**config.mk**
```make
export PLATFORM = sky130hd
export DESIGN_NAME = ac_in_serializer
export DESIGN_NICKNAME = d
export VERILOG_FILES = /design/src/rtl/ac_in_pkg.sv /design/src/rtl/ac_in_sync_det.sv /design/src/rtl/ac_in_frame_pos.sv /design/src/rtl/ac_in_slot_mux.sv /design/src/rtl/ac_in_serializer.sv
export SDC_FILE = /design/constraint.sdc
export NUM_CORES = 1
export LEC_CHECK = 0
export BUFFER_PORTS_ARGS = -buffer_cell sky130_fd_sc_hd__buf_2
export CAP_MARGIN = 20
export CORE_MARGIN = 4
export CORE_UTILIZATION = 50
export DETAILED_ROUTE_END_ITERATION = 10
export GPL_TIMING_DRIVEN = 0
export HOLD_SLACK_MARGIN = 0.1
export PLACE_DENSITY = 0.75
export SLEW_MARGIN = 20
export SYNTH_ARGS = -nofsm -noshare
export SYNTH_HDL_FRONTEND = slang
export SYNTH_HIERARCHICAL = 1
export SYNTH_SLANG_ARGS = --single-unit
```
**constraint.sdc**
```tcl
create_clock -name bclk_i -period 4.69 [get_ports bclk_i]
set_clock_uncertainty 0.2 [all_clocks]
set_input_delay 0.938 -clock bclk_i [delete_from_list [all_inputs] [get_ports bclk_i]]
set_output_delay 0.938 -clock bclk_i [all_outputs]
set_load 0.005 [all_outputs]
```
**src/rtl/ac_in_pkg.sv**
```systemverilog
package ac_in_pkg;
  localparam int unsigned TAG_BITS   = 16;
  localparam int unsigned SLOT_BITS  = 20;
  localparam int unsigned DATA_SLOTS = 12;
  // slots 3,4,6,7,8,9,11 (bit k = slot k+1)
  localparam logic [DATA_SLOTS-1:0] SILENT_SLOTS = 12'h5EC;

  typedef struct packed {
    logic gpio_b;
    logic gpio_a;
    logic loop_delta;
    logic cid_en;
    logic ring;
    logic off_hook;
  } line_stat_t;

  localparam int unsigned LINE_BITS = $bits(line_stat_t);

  function automatic logic [19:0] pack_status(line_stat_t l2, line_stat_t l1,
                                              logic [1:0] fdet, logic irq);
    return {l2, 4'b0000, l1, 1'b0, fdet, irq};
  endfunction
endpackage

```
**src/rtl/ac_in_sync_det.sv**
```systemverilog
module ac_in_sync_det (
  input  logic clk_i,
  input  logic rst_ni,
  input  logic sync_i,
  output logic start_o
);
  logic sync_q, start_q;

  // sampled on the falling edge; start_q spans exactly one rising edge
  always_ff @(negedge clk_i or negedge rst_ni) begin
    if (!rst_ni) begin
      sync_q  <= 1'b0;
      start_q <= 1'b0;
    end else begin
      sync_q  <= sync_i;
      start_q <= sync_i & ~sync_q;
    end
  end

  assign start_o = start_q;
endmodule

```
**src/rtl/ac_in_frame_pos.sv**
```systemverilog
module ac_in_frame_pos #(
  parameter int unsigned TAG_W   = 16,
  parameter int unsigned SLOT_W  = 20,
  parameter int unsigned N_SLOTS = 12,
  parameter int unsigned BIT_W   = 5,
  parameter int unsigned SEL_W   = 4
) (
  input  logic             clk_i,
  input  logic             rst_ni,
  input  logic             start_i,
  output logic             launch_o,
  output logic [SEL_W-1:0] slot_o,
  output logic [BIT_W-1:0] bit_o
);
  logic             active_q, last;
  logic [SEL_W-1:0] slot_q, cur_slot;
  logic [BIT_W-1:0] bit_q, cur_bit;

  assign cur_slot = start_i ? '0 : slot_q;
  assign cur_bit  = start_i ? BIT_W'(TAG_W - 1) : bit_q;
  assign launch_o = start_i | active_q;
  assign last     = (cur_slot == SEL_W'(N_SLOTS)) && (cur_bit == '0);

  always_ff @(posedge clk_i or negedge rst_ni) begin
    if (!rst_ni) begin
      active_q <= 1'b0;
      slot_q   <= '0;
      bit_q    <= '0;
    end else if (launch_o) begin
      active_q <= ~last;
      if (cur_bit == '0) begin
        slot_q <= cur_slot + SEL_W'(1);
        bit_q  <= BIT_W'(SLOT_W - 1);
      end else begin
        slot_q <= cur_slot;
        bit_q  <= cur_bit - BIT_W'(1);
      end
    end
  end

  assign slot_o = cur_slot;
  assign bit_o  = cur_bit;
endmodule

```
**src/rtl/ac_in_slot_mux.sv**
```systemverilog
module ac_in_slot_mux #(
  parameter int unsigned TAG_W   = 16,
  parameter int unsigned SLOT_W  = 20,
  parameter int unsigned N_SLOTS = 12,
  parameter logic [N_SLOTS-1:0] ZERO_MASK = '0,
  parameter int unsigned BIT_W   = 5,
  parameter int unsigned SEL_W   = 4
) (
  input  logic                      ready_i,
  input  logic [N_SLOTS-1:0]        valid_i,
  input  logic [N_SLOTS*SLOT_W-1:0] words_i,
  input  logic [SEL_W-1:0]          slot_i,
  input  logic [BIT_W-1:0]          bit_i,
  output logic                      bit_o
);
  logic [TAG_W-1:0]  tag;
  logic [SLOT_W-1:0] word [N_SLOTS+1];

  always_comb begin
    tag            = '0;
    tag[TAG_W-1]   = ready_i;
    for (int k = 0; k < N_SLOTS; k++) begin
      tag[TAG_W-2-k] = valid_i[k] & ~ZERO_MASK[k];
    end
  end

  assign word[0] = {{(SLOT_W-TAG_W){1'b0}}, tag};

  for (genvar g = 0; g < N_SLOTS; g++) begin : g_slot
    if (ZERO_MASK[g]) begin : g_silent
      assign word[g+1] = '0;
    end else begin : g_live
      assign word[g+1] = words_i[g*SLOT_W +: SLOT_W];
    end
  end

  assign bit_o = word[slot_i][bit_i];
endmodule

```
**src/rtl/ac_in_serializer.sv**
```systemverilog
module ac_in_serializer #(
  parameter int unsigned TAG_W   = ac_in_pkg::TAG_BITS,
  parameter int unsigned SLOT_W  = ac_in_pkg::SLOT_BITS,
  parameter int unsigned N_SLOTS = ac_in_pkg::DATA_SLOTS,
  parameter logic [N_SLOTS-1:0] ZERO_MASK = ac_in_pkg::SILENT_SLOTS,
  parameter int unsigned LINE_W  = ac_in_pkg::LINE_BITS
) (
  input  logic                          bclk_i,
  input  logic                          rst_ni,
  input  logic                          sync_i,
  input  logic                          codec_ready_i,
  input  logic [N_SLOTS-1:0]            slot_valid_i,
  input  logic [(N_SLOTS-1)*SLOT_W-1:0] slot_data_i,
  input  logic [LINE_W-1:0]             line1_stat_i,
  input  logic [LINE_W-1:0]             line2_stat_i,
  input  logic [1:0]                    frame_det_i,
  input  logic                          gpio_irq_i,
  output logic                          sdata_o
);
  import ac_in_pkg::*;

  localparam int unsigned BIT_W = $clog2((TAG_W > SLOT_W) ? TAG_W : SLOT_W);
  localparam int unsigned SEL_W = $clog2(N_SLOTS + 1);
  localparam int unsigned ALL_W = N_SLOTS * SLOT_W;

  logic             start, launch, mux_bit, sdata_q;
  logic [SEL_W-1:0] cur_slot;
  logic [BIT_W-1:0] cur_bit;

  logic               sh_ready, src_ready;
  logic [N_SLOTS-1:0] sh_valid, src_valid;
  logic [ALL_W-1:0]   live_words, sh_words, src_words;

  assign live_words = {SLOT_W'(pack_status(line_stat_t'(line2_stat_i),
                                           line_stat_t'(line1_stat_i),
                                           frame_det_i, gpio_irq_i)),
                       slot_data_i};

  // first bit of a frame comes straight from the inputs being captured
  assign src_ready = start ? codec_ready_i : sh_ready;
  assign src_valid = start ? slot_valid_i  : sh_valid;
  assign src_words = start ? live_words    : sh_words;

  always_ff @(posedge bclk_i or negedge rst_ni) begin
    if (!rst_ni) begin
      sh_ready <= 1'b0;
      sh_valid <= '0;
      sh_words <= '0;
    end else if (start) begin
      sh_ready <= codec_ready_i;
      sh_valid <= slot_valid_i;
      sh_words <= live_words;
    end
  end

  ac_in_sync_det i_sync_det (
    .clk_i   (bclk_i),
    .rst_ni  (rst_ni),
    .sync_i  (sync_i),
    .start_o (start)
  );

  ac_in_frame_pos #(
    .TAG_W   (TAG_W),
    .SLOT_W  (SLOT_W),
    .N_SLOTS (N_SLOTS),
    .BIT_W   (BIT_W),
    .SEL_W   (SEL_W)
  ) i_frame_pos (
    .clk_i    (bclk_i),
    .rst_ni   (rst_ni),
    .start_i  (start),
    .launch_o (launch),
    .slot_o   (cur_slot),
    .bit_o    (cur_bit)
  );

  ac_in_slot_mux #(
    .TAG_W     (TAG_W),
    .SLOT_W    (SLOT_W),
    .N_SLOTS   (N_SLOTS),
    .ZERO_MASK (ZERO_MASK),
    .BIT_W     (BIT_W),
    .SEL_W     (SEL_W)
  ) i_slot_mux (
    .ready_i (src_ready),
    .valid_i (src_valid),
    .words_i (src_words),
    .slot_i  (cur_slot),
    .bit_i   (cur_bit),
    .bit_o   (mux_bit)
  );

  always_ff @(posedge bclk_i or negedge rst_ni) begin
    if (!rst_ni) sdata_q <= 1'b0;
    else         sdata_q <= launch & mux_bit;
  end

  assign sdata_o = sdata_q;
endmodule

```
======== After elaboration in Yosys (flattened, before gate mapping) ========
Cells that the tools add are included.
operators by class
  $add $sub $neg .......................... 2
  $lt $le $gt $ge ......................... 2
  equal/unequal tests ..................... 1
  muxes and demuxes ....................... 12
  bitwise operators ....................... 6
  reductions and logical operators ........ 2
operators with widths
  kind                                                                  count
  240-bit 2-to-1 mux                                                    1
  20-bit binary-select mux with 4-bit select                            1
  20-bit 2-to-1 mux                                                     2
  12-bit 2-to-1 mux                                                     1
  5-bit 2-to-1 mux                                                      2
  4-bit 2-to-1 mux                                                      2
  5-bit by 6-bit < comparator with 1-bit output, second input constant  1
  1-bit binary-select mux with 5-bit select                             1
  5-bit >= comparator, second input constant                            1
  5-bit zero test                                                       1
  4-bit inverter with 5-bit output                                      1
  5-bit by 1-bit subtractor with 5-bit output, second input constant    1
  4-bit by 1-bit adder with 4-bit output, second input constant         1
  4-bit equality test, second input constant                            1
  1-bit bitwise AND                                                     2
  1-bit 2-to-1 mux                                                      2
  1-bit inverter                                                        2
  1-bit logical AND                                                     1
  1-bit bitwise OR                                                      1
storage, ports and cells
  register bits after elaboration ......... 266
  input port bits ......................... 251
  output and inout port bits .............. 1
  word-level logic and storage cells ...... 36

======== Longest topological paths before layout ========
Gate-level depths: netlist of run 1.
  depth in word-level cells ............... 8
  mapped depth ............................ 12
  gate-level depth less buffers ........... 10

======== Modules after synthesis ========
Netlist of run 1, hierarchy kept.
by module, submodules not included
  module            instances  cells an instance  area each (um2)  sequential area each (um2)
  ac_in_serializer  1          536                10070.9          6356.1
  ac_in_slot_mux    1          160                1253.7           0.0
  ac_in_frame_pos   1          51                 549.3            250.2
  ac_in_sync_det    1          3                  63.8             50.0

==> qor.csv, run 1 <==
metric;value;unit
drt_iter0_drc;335;
ant_nets;0;
drc;0;
hold_path.class;register to register;
violations;setup timing;
place.gp.congestion;0.913;
rows;40;
hold_viol;0;
tightest_slew;0.527;ns
setup_viol;1;
regArea;2980;sq um
slew_viol_final;0;
drive_above_1_share;0.536;
wl_per_cell;20.7;microns
cts_sinks;119;
syn_inst;445;
peakVddDrop;0.000222;V
arrival;5.28;ns
io_buffers;104;
required;4.78;ns
viasPerCell;5.64;
fillerInstances;917;
place_hpwl;10900;microns
slowest_stage;dfrtn_1;
p_leak;0.00345;uW
multi_input_area;2870;sq um
slowest_delay;0.51;ns
routed_wl;15200;microns
synth_area;6090;sq um
via_count;4143;
numCtsBuffers;17;
grt_pass1_vias;4548;
endpoint_kind;register;
maxCapViolCount;0;
firstDrtPassIters;5;
yosysWarnings;6;
grt_pass1_wl;24500;microns
max_slew_margin;0.649;
status;finished, violations left;
grt_max_degree;65;
critPathKind;register to register;
cts_tree;yes;
clk_path_buf_depth;2;
antenna_found_initial;0;
insertion_delay;0.41;ns
pre_cts_ws;-0.751;ns
dieArea;14000;sq um
critPathLaunchType;register;
start_util;0.509;
die_x;118;microns
crit_chain;buf_6 > buf_12 > buf_8 > mux2_4 > mux2_2 > a22oi_1 > nand3_1 > o311ai_1 > a311oi_1 > o21a_1 > and2_1;
p_per_area;419;nW/um^2
die_h;118;microns
syn_to_final_growth;25.2;%
cts_max_level;4;
cts.reportedPaths.clkPinSlew;0.05;ns
postCtsHoldBufs;0;
synth_area_per_cell;13.7;sq um
nNetsFinal;829;
grt_overflow;0;
root_buffer;clkbuf_16;
core-area;12000;sq um
path_max_fanout;10;
fin_ws;-0.491;ns
synthesis.nets;698;
track_usage;0.225;
pin_count;252;
diodes;0;
final_util;0.638;
rsz0062_at_grt;true;
-- worst max-delay path: cells and delay by family, from the launching register on --
family,cells,cell delay (ns)
buf+inv,3,0.48
mux,2,0.61
compound gates,4,0.68
simple gates,2,0.25
flops,1,0.51
-- worst paths after layout --
kind                                          from  cells after the start                 end  slack [ns]
max in group asynchronous                   rst_ni                      1   i_sync_det/sync_q        1.35
worst max-delay path            i_sync_det/start_o                     11             sdata_o       -0.49
worst min-delay path             i_sync_det/sync_q                      1  i_sync_det/start_o        0.17
min in group asynchronous                   rst_ni                      1        sh_words[99]        0.27
worst max register to register  i_sync_det/start_o                     11             sdata_o       -0.49
worst min register to register   i_sync_det/sync_q                      1  i_sync_det/start_o        0.17
-- power by group --
| part | switching, uW | total (uW) | internal, uW |
|---|---|---|---|
| Sequential | 55.5 | 1230 | 1170 |
| Clock | 445 | 1330 | 888 |
| Combinational | 295 | 638 | 343 |
-- state kept, by name (all words and copies together), names as in the netlist --
| signal | count |
|---|---|
| sh_ready | 1 |
| i_frame_pos/bit_q | 5 |
| sh_words | 100 |
| i_sync_det/start_o | 1 |
| i_sync_det/sync_q | 1 |
| sdata_o | 1 |
| i_frame_pos/active_q | 1 |
| i_frame_pos/slot_q | 4 |
| sh_valid | 5 |
-- placed cells by master (no fill, tap or decap), drive strengths merged, types with 8 or more instances in the layout --
master,n
mux2,116
o21ai,9
dfrtp,117
nor2,12
nor2b,10
a22oi,13
buf,144
mux2i,8
a221oi,8
nand2,15
clkbuf,27
-- metrics by stage --
step           hold WS [ns]  instances  setup TNS, ns  total power (uW)  instance area [sq um]
2_1_floorplan         0.166        445         -0.231              1660                   6130
3_3_place_gp          0.172        696          -2.91              1830                   6840
6_report              0.172        735         -0.491              3200                   7630
5_1_grt               0.192        735         -0.583              3320                   7630
4_1_cts               0.176        734         -0.451              3210                   7580
3_5_place_dp          0.178        697         -0.751              1860                   6870
-- what timing repair did --
action	4_1_cts	5_1_grt
setup endpoints to repair	1	1
resized for setup	13	9
pin swaps	3	4
setup buffers	7	1
-- layer usage --
metal | share of wire | track usage | vias to the layer above
li1 | - | - | 1884
met1 | 0.46 | 0.307 | 2065
met2 | 0.46 | 0.347 | 169
met3 | 0.055 | 0.0526 | 25
met4 | 0.021 | 0.0898 | 0
met5 | 0 | 0 | -
-- area by class of cell --
type,instances,area share
Buffer,34,0.0466
Clock buffer,24,0.0645
Clock inverter,7,0.0154
Inverter,6,0.00295
Multi-Input combinational cell,285,0.376
Sequential cell,119,0.390
Tap cell,147,0.0241
Timing Repair Buffer,113,0.0805
No activity file was read; power rests on OpenSTA's default activity.
==> run 2, diff against run 1 <==
--- a/config.mk
+++ b/config.mk
@@ -5,6 +5,7 @@
 export SDC_FILE = /design/constraint.sdc
 export NUM_CORES = 1
 export LEC_CHECK = 0
+export ABC_CLOCK_PERIOD_IN_PS = 5280
 export BUFFER_PORTS_ARGS = -buffer_cell sky130_fd_sc_hd__buf_2
 export CAP_MARGIN = 20
 export CORE_MARGIN = 4
==> constraint.sdc (replaced) <==
create_clock -name bclk_i -period 5.28 [get_ports bclk_i]
set_clock_uncertainty 0.2 [all_clocks]
set_input_delay 1.056 -clock bclk_i [delete_from_list [all_inputs] [get_ports bclk_i]]
set_output_delay 1.056 -clock bclk_i [all_outputs]
set_load 0.005 [all_outputs]
==> run 2 against run 1 <==
- the run still ends with setup timing left
- die area did not move
- first-iteration DRC count fell by 2.7%
- via count rose by 0.87%
- largest power group is now sequential cells
- design area rose by 1.2%
- register-to-register slack improved by 0.33 ns
- clock-buffer cell count rose by 2
- hold slack improved by 0.0058 ns
- global-route usage barely moved
- setup slack improved by 0.33 ns
- combinational power fell by 9.2%
- sequential share of layout area fell by 0.47 points
==> qor.csv, run 2 (synthesis results as in run 1) <==
metric;value;unit;change
fillerInstances;901;;-1.7%
hold_start;i_sync_det/sync_q;;
fin_area;7720;sq um;+1.2%
firstDrtPassIters;5;;unchanged
wl_per_cell;20.4;microns;-1.0%
ant_nets;0;;unchanged
fin_ws;-0.157;ns;+0.335 ns
crit_chain;buf_6 > buf_12 > buf_12 > mux2_2 > mux4_2 > mux2_4 > nand3_2 > o2111ai_1 > o21a_1 > and2_1;;
core-area;12000;sq um;unchanged
viasPerCell;5.60;;-0.62%
status;finished, violations left;;
pin_count;252;;unchanged
max_slew_margin;0.619;;-0.0295
endpoint_kind;register;;
hold_path_end;i_sync_det/start_o;;
hold_viol;0;;unchanged
path_max_fanout;10;;unchanged
reg_top3;sh_words (100), i_frame_pos/bit_q (5), sh_valid (5);;
cts_tree;yes;;
dieArea;14000;sq um;unchanged
start_util;0.509;;unchanged
r2r_slack;-0.16;ns;+0.33 ns
cts_sinks;119;;unchanged
drc;0;;unchanged
maxCapViolCount;0;;unchanged
grt_pass1_wl;24200;microns;-1.3%
p_leak;0.00349;uW;+1.3%
drt_iter0_drc;326;;-2.7%
place_hpwl;10800;microns;-0.80%
hold_path.class;register to register;;
numCtsBuffers;17;;unchanged
final_cell_mix;117 x dfrtp_1, 107 x buf_2, 59 x mux2_4;;
grt_max_degree;62;;-4.6%
required;5.38;ns;+0.60 ns
postCtsHoldBufs;0;;unchanged
whs_path_depth;1;;unchanged
grt_overflow;0;;unchanged
place.gp.congestion;0.886;;-2.9%
routed_wl;15300;microns;+0.44%
placed_area;6840;sq um;-0.51%
cts_max_level;4;;unchanged
grt_pass1_vias;4406;;-3.1%
insertion_delay;0.41;ns;about the same
slowest_stage;mux4_2;;
placedCellCount;697;;unchanged
io_buffers;104;;unchanged
largest_reg_flops;100;;unchanged
critPathKind;register to register;;
setup_viol;1;;unchanged
track_usage;0.225;;+0.000285
syn_to_final_growth;26.7;%;
p_per_area;357;nW/um^2;-15%
final_util;0.646;;+0.00774
antenna_found_initial;0;;unchanged
drive_above_1_share;0.551;;+0.0152
reg2reg_to;sdata_o;;
final_cells;746;;+1.5%
slowest_delay;0.48;ns;-0.03 ns
die_x;118;microns;unchanged
r2r_start;i_sync_det/start_o;;
via_count;4179;;+0.87%
critPathLaunchType;register;;
crit_top_cell;buf_12;;
die_h;118;microns;unchanged
rsz0062_at_grt;true;;
tightest_slew;0.571;ns;+0.0443 ns
nNetsFinal;842;;+1.6%
slew_viol_final;0;;unchanged
violations;setup timing;;
ff2ff_path_depth;10;;-1
rows;40;;unchanged
peakVddDrop;0.000221;V;-0.28%
diodes;0;;unchanged
clk_path_buf_depth;2;;unchanged
mostFrequentLayoutCell;dfrtp_1;;
regMostFlops;sh_words;;
cts.reportedPaths.clkPinSlew;0.05;ns;about the same
root_buffer;clkbuf_16;;
arrival;5.54;ns;+0.26 ns
## run 2: cell count changes in the layout (fill, tap and decap cells not counted), moves of 2 or more
cell        change
clkbuf_4        +2
a22oi_1         -2
buf_12          +2
clkbuf_8        +2
buf_4           +9
bufinv_16       -2
buf_6           +3
buf_8           -2
clkinvlp_4      -3
a22oi_2         +2
## run 2: critical path, delay by kind of cell (launching register included)
kind	cells	cell delay [ns]
mux	3	1.14
buf+inv	3	0.43
compound gates	2	0.28
simple gates	2	0.22
flops	1	0.45
## run 2: area by class of cell
cell class | instances | area (sq um) | share of cell area
plain buffers | 34 | 367 | 0.0475
clock buffers | 26 | 519 | 0.0672
clock inverters | 3 | 40.0 | 0.00519
inverters | 6 | 22.5 | 0.00292
multi-input cells | 285 | 2890 | 0.374
flip-flops and latches | 119 | 2980 | 0.386
well taps | 147 | 184 | 0.0238
repair buffers | 126 | 724 | 0.0938
## run 2: power breakdown
group / switching (uW) / internal, uW
Clock: 376 / 712
Sequential: 50.5 / 1040
Combinational: 267 / 313
Total: 693 / 2070
## run 2: how the worst max path moves through the flow
stage	start	to	slack (ns)
after floorplan	i_sync_det/start_o	sdata_o	0.003
after global placement	rst_ni	i_sync_det/sync_q	-0.90
after detailed placement	i_sync_det/start_o	sdata_o	-0.57
after CTS	i_sync_det/start_o	sdata_o	-0.11
after global routing	i_sync_det/start_o	sdata_o	-0.23
final	i_sync_det/start_o	sdata_o	-0.16
## run 2: repair_timing
| action | CTS | global route |
|---|---|---|
| gates resized for setup | 21 | 18 |
| setup buffers | 6 | 15 |
| endpoints found under the setup margin | 1 | 1 |
| hold endpoints to repair | 0 | 0 |
| pin swaps | 8 | 8 |
## run 2: routing by layer
metal / global-route usage / up-vias / wire length (microns)
met5: 0 / - / 0
met4: 0.0992 / 0 / 290
met3: 0.0536 / 25 / 854
met2: 0.342 / 155 / 7100
met1: 0.308 / 2079 / 7010
li1: - / 1920 / -
## run 2: per-stage QoR
| step | power [uW] | setup TNS, ns | worst slack, ns | hold slack, ns |
|---|---|---|---|---|
| detailed placement | 1650 | -0.571 | -0.571 | 0.174 |
| finish | 2760 | -0.157 | -0.157 | 0.178 |
| CTS | 2760 | -0.114 | -0.114 | 0.178 |
| global route | 2870 | -0.229 | -0.229 | 0.208 |
| floorplan | 1470 | 0 | 0.00322 | 0.166 |
| global placement | 1630 | -2.40 | -0.905 | 0.171 |
==> run 3, diff against run 2 <==
--- a/config.mk
+++ b/config.mk
@@ -5,7 +5,7 @@
 export SDC_FILE = /design/constraint.sdc
 export NUM_CORES = 1
 export LEC_CHECK = 0
-export ABC_CLOCK_PERIOD_IN_PS = 5280
+export ABC_CLOCK_PERIOD_IN_PS = 6900
 export BUFFER_PORTS_ARGS = -buffer_cell sky130_fd_sc_hd__buf_2
 export CAP_MARGIN = 20
 export CORE_MARGIN = 4
==> constraint.sdc (replaced) <==
create_clock -name bclk_i -period 6.9 [get_ports bclk_i]
set_clock_uncertainty 0.2 [all_clocks]
set_input_delay 1.38 -clock bclk_i [delete_from_list [all_inputs] [get_ports bclk_i]]
set_output_delay 1.38 -clock bclk_i [all_outputs]
set_load 0.005 [all_outputs]
==> run 3 against run 2 <==
- the run now ends clean
- highest routed layer unchanged
- cell count is 2.3% lower
- critical path depth did not move
- sequential power decreased by 23%
- register-to-register slack improved by 0.39 ns
- critical endpoint unchanged
- combinational power down 28%
- die area unchanged
- via count is 0.60% lower
==> qor.csv, run 3 (synthesis results as in run 1) <==
metric;value;unit;change
status;finished clean;;
grt_max_degree;64;;+3.2%
rows;40;;unchanged
drt_iter0_drc;375;;+15%
final_cell_mix;117 x dfrtp_1, 115 x buf_2, 57 x mux2_4;;
drive_above_1_share;0.514;;-0.0372
core-area;12000;sq um;unchanged
clk_path_buf_depth;2;;unchanged
final_util;0.622;;-0.0240
largest_reg_flops;100;;unchanged
cts_max_level;4;;unchanged
peakVddDrop;0.000166;V;-25%
cts_resized;0;;-100%
critPathLaunchType;register;;
r2r_start;i_sync_det/start_o;;
hold_viol;0;;unchanged
grt_overflow;0;;unchanged
mostFrequentLayoutCell;dfrtp_1;;
endpoint_kind;register;;
root_buffer;clkbuf_16;;
p_leak;0.00337;uW;-3.5%
drc;0;;unchanged
max_slew_margin;0.587;;-0.0324
regMostFlops;sh_words;;
setup_viol;0;;-1
postCtsHoldBufs;0;;unchanged
pre_cts_ws;0.216;ns;+0.787 ns
cp-startpoint;i_sync_det/start_o;;
slowest_delay;0.54;ns;+0.06 ns
ff2ff_path_depth;10;;unchanged
fin_ws;0.232;ns;+0.389 ns
arrival;6.77;ns;+1.23 ns
fin_area;7430;sq um;-3.7%
endpoint;sdata_o;;
crit_top_cell;a32oi_1;;
cts.reportedPaths.clkPinSlew;0.05;ns;about the same
place_hpwl;10700;microns;-0.51%
reg2reg_to;sdata_o;;
place.gp.congestion;0.897;;+1.2%
critPathKind;register to register;;
grt_pass1_vias;4470;;+1.5%
diodes;0;;unchanged
placed_area;6830;sq um;about the same
via_count;4154;;-0.60%
numCtsBuffers;17;;unchanged
pin_count;252;;unchanged
cts_sinks;119;;unchanged
path_max_fanout;10;;unchanged
tns;0;ns;+0.157 ns
cts_tree;yes;;
required;7.00;ns;+1.62 ns
hold_path.class;register to register;;
slew_viol_final;0;;unchanged
slowest_stage;nor2b_1;;
io_buffers;104;;unchanged
die_h;118;microns;unchanged
die_x;118;microns;unchanged
crit_chain;clkbuf_1 > nor2b_1 > buf_2 > mux2_2 > a22oi_1 > nand3_1 > a32oi_1 > a32oi_1 > o21a_1 > and2_1;;
ant_nets;0;;unchanged
start_util;0.509;;unchanged
insertion_delay;0.42;ns;about the same
r2r_slack;0.23;ns;+0.39 ns
maxCapViolCount;0;;unchanged
reg_top3;sh_words (100), i_frame_pos/bit_q (5), sh_valid (5);;
track_usage;0.219;;-0.00541
rsz0062_at_grt;false;;
cts_setup_buffers;0;;-6
p_per_area;290;nW/um^2;-19%
antenna_found_initial;0;;unchanged
syn_to_final_growth;22.0;%;
firstDrtPassIters;5;;unchanged
grt_pass1_wl;23800;microns;-1.5%
routed_wl;14800;microns;-2.9%
dieArea;14000;sq um;unchanged
tightest_slew;0.618;ns;+0.0474 ns
wl_per_cell;20.3;microns;-0.61%
nNetsFinal;822;;-2.4%
viasPerCell;5.70;;+1.7%
==> run 3: changes by cell type in the layout (fill, tap and decap cells not counted), sizes merged <==
cell      before  now
clkbuf        31   25
clkinv         2    4
clkinvlp       0    1
bufinv         1    3
buf          155  139
==> run 3: per-stage QoR <==
stage	std cells	total power [uW]	hold slack, ns
floorplan	445	1120	0.166
global placement	696	1240	0.174
detailed placement	697	1260	0.176
CTS	729	2170	0.171
global route	729	2240	0.178
finish	729	2150	0.170
==> run 3: per-layer routing <==
layer | part of all wire | track usage | vias to the layer above | wire, microns
met5 | 0 | 0 | - | 0
met4 | 0.017 | 0.0840 | 0 | 252
met3 | 0.058 | 0.0579 | 24 | 861
met2 | 0.46 | 0.333 | 161 | 6780
met1 | 0.47 | 0.303 | 2079 | 6920
li1 | - | - | 1890 | -
==> run 3: worst min path at each step <==
stage / from / to / depth (start not counted)
2_1_floorplan: i_sync_det/sync_q / i_sync_det/start_o / 1
3_3_place_gp: i_sync_det/sync_q / i_sync_det/start_o / 1
3_5_place_dp: i_sync_det/sync_q / i_sync_det/start_o / 1
4_1_cts: i_sync_det/sync_q / i_sync_det/start_o / 1
5_1_grt: i_sync_det/sync_q / i_sync_det/start_o / 1
6_report: i_sync_det/sync_q / i_sync_det/start_o / 1
==> run 3: critical path: cells and delay by family, from the launching register on <==
kind	cells	cell delay [ns]
AND/OR/NAND/NOR	3	0.79
AO/OA/AOI/OAI	4	0.73
buffers and inverters	2	0.60
flip-flops	1	0.42
multiplexers	1	0.37
==> run 3: power breakdown <==
part           switching (uW)  internal [uW]  total (uW)
Sequential               37.9            798         836
Clock                     306            595         901
Combinational             195            222         417
Total                     539           1610        2150
==> run 3: final cells by class <==
cell class | count | area (sq um)
clock inverters | 8 | 121
multi-input cells | 285 | 2790
repair buffers | 105 | 554
flip-flops and latches | 119 | 2980
inverters | 6 | 22.5
fillers | 927 | 4530
well taps | 147 | 184
plain buffers | 35 | 300
clock buffers | 24 | 482
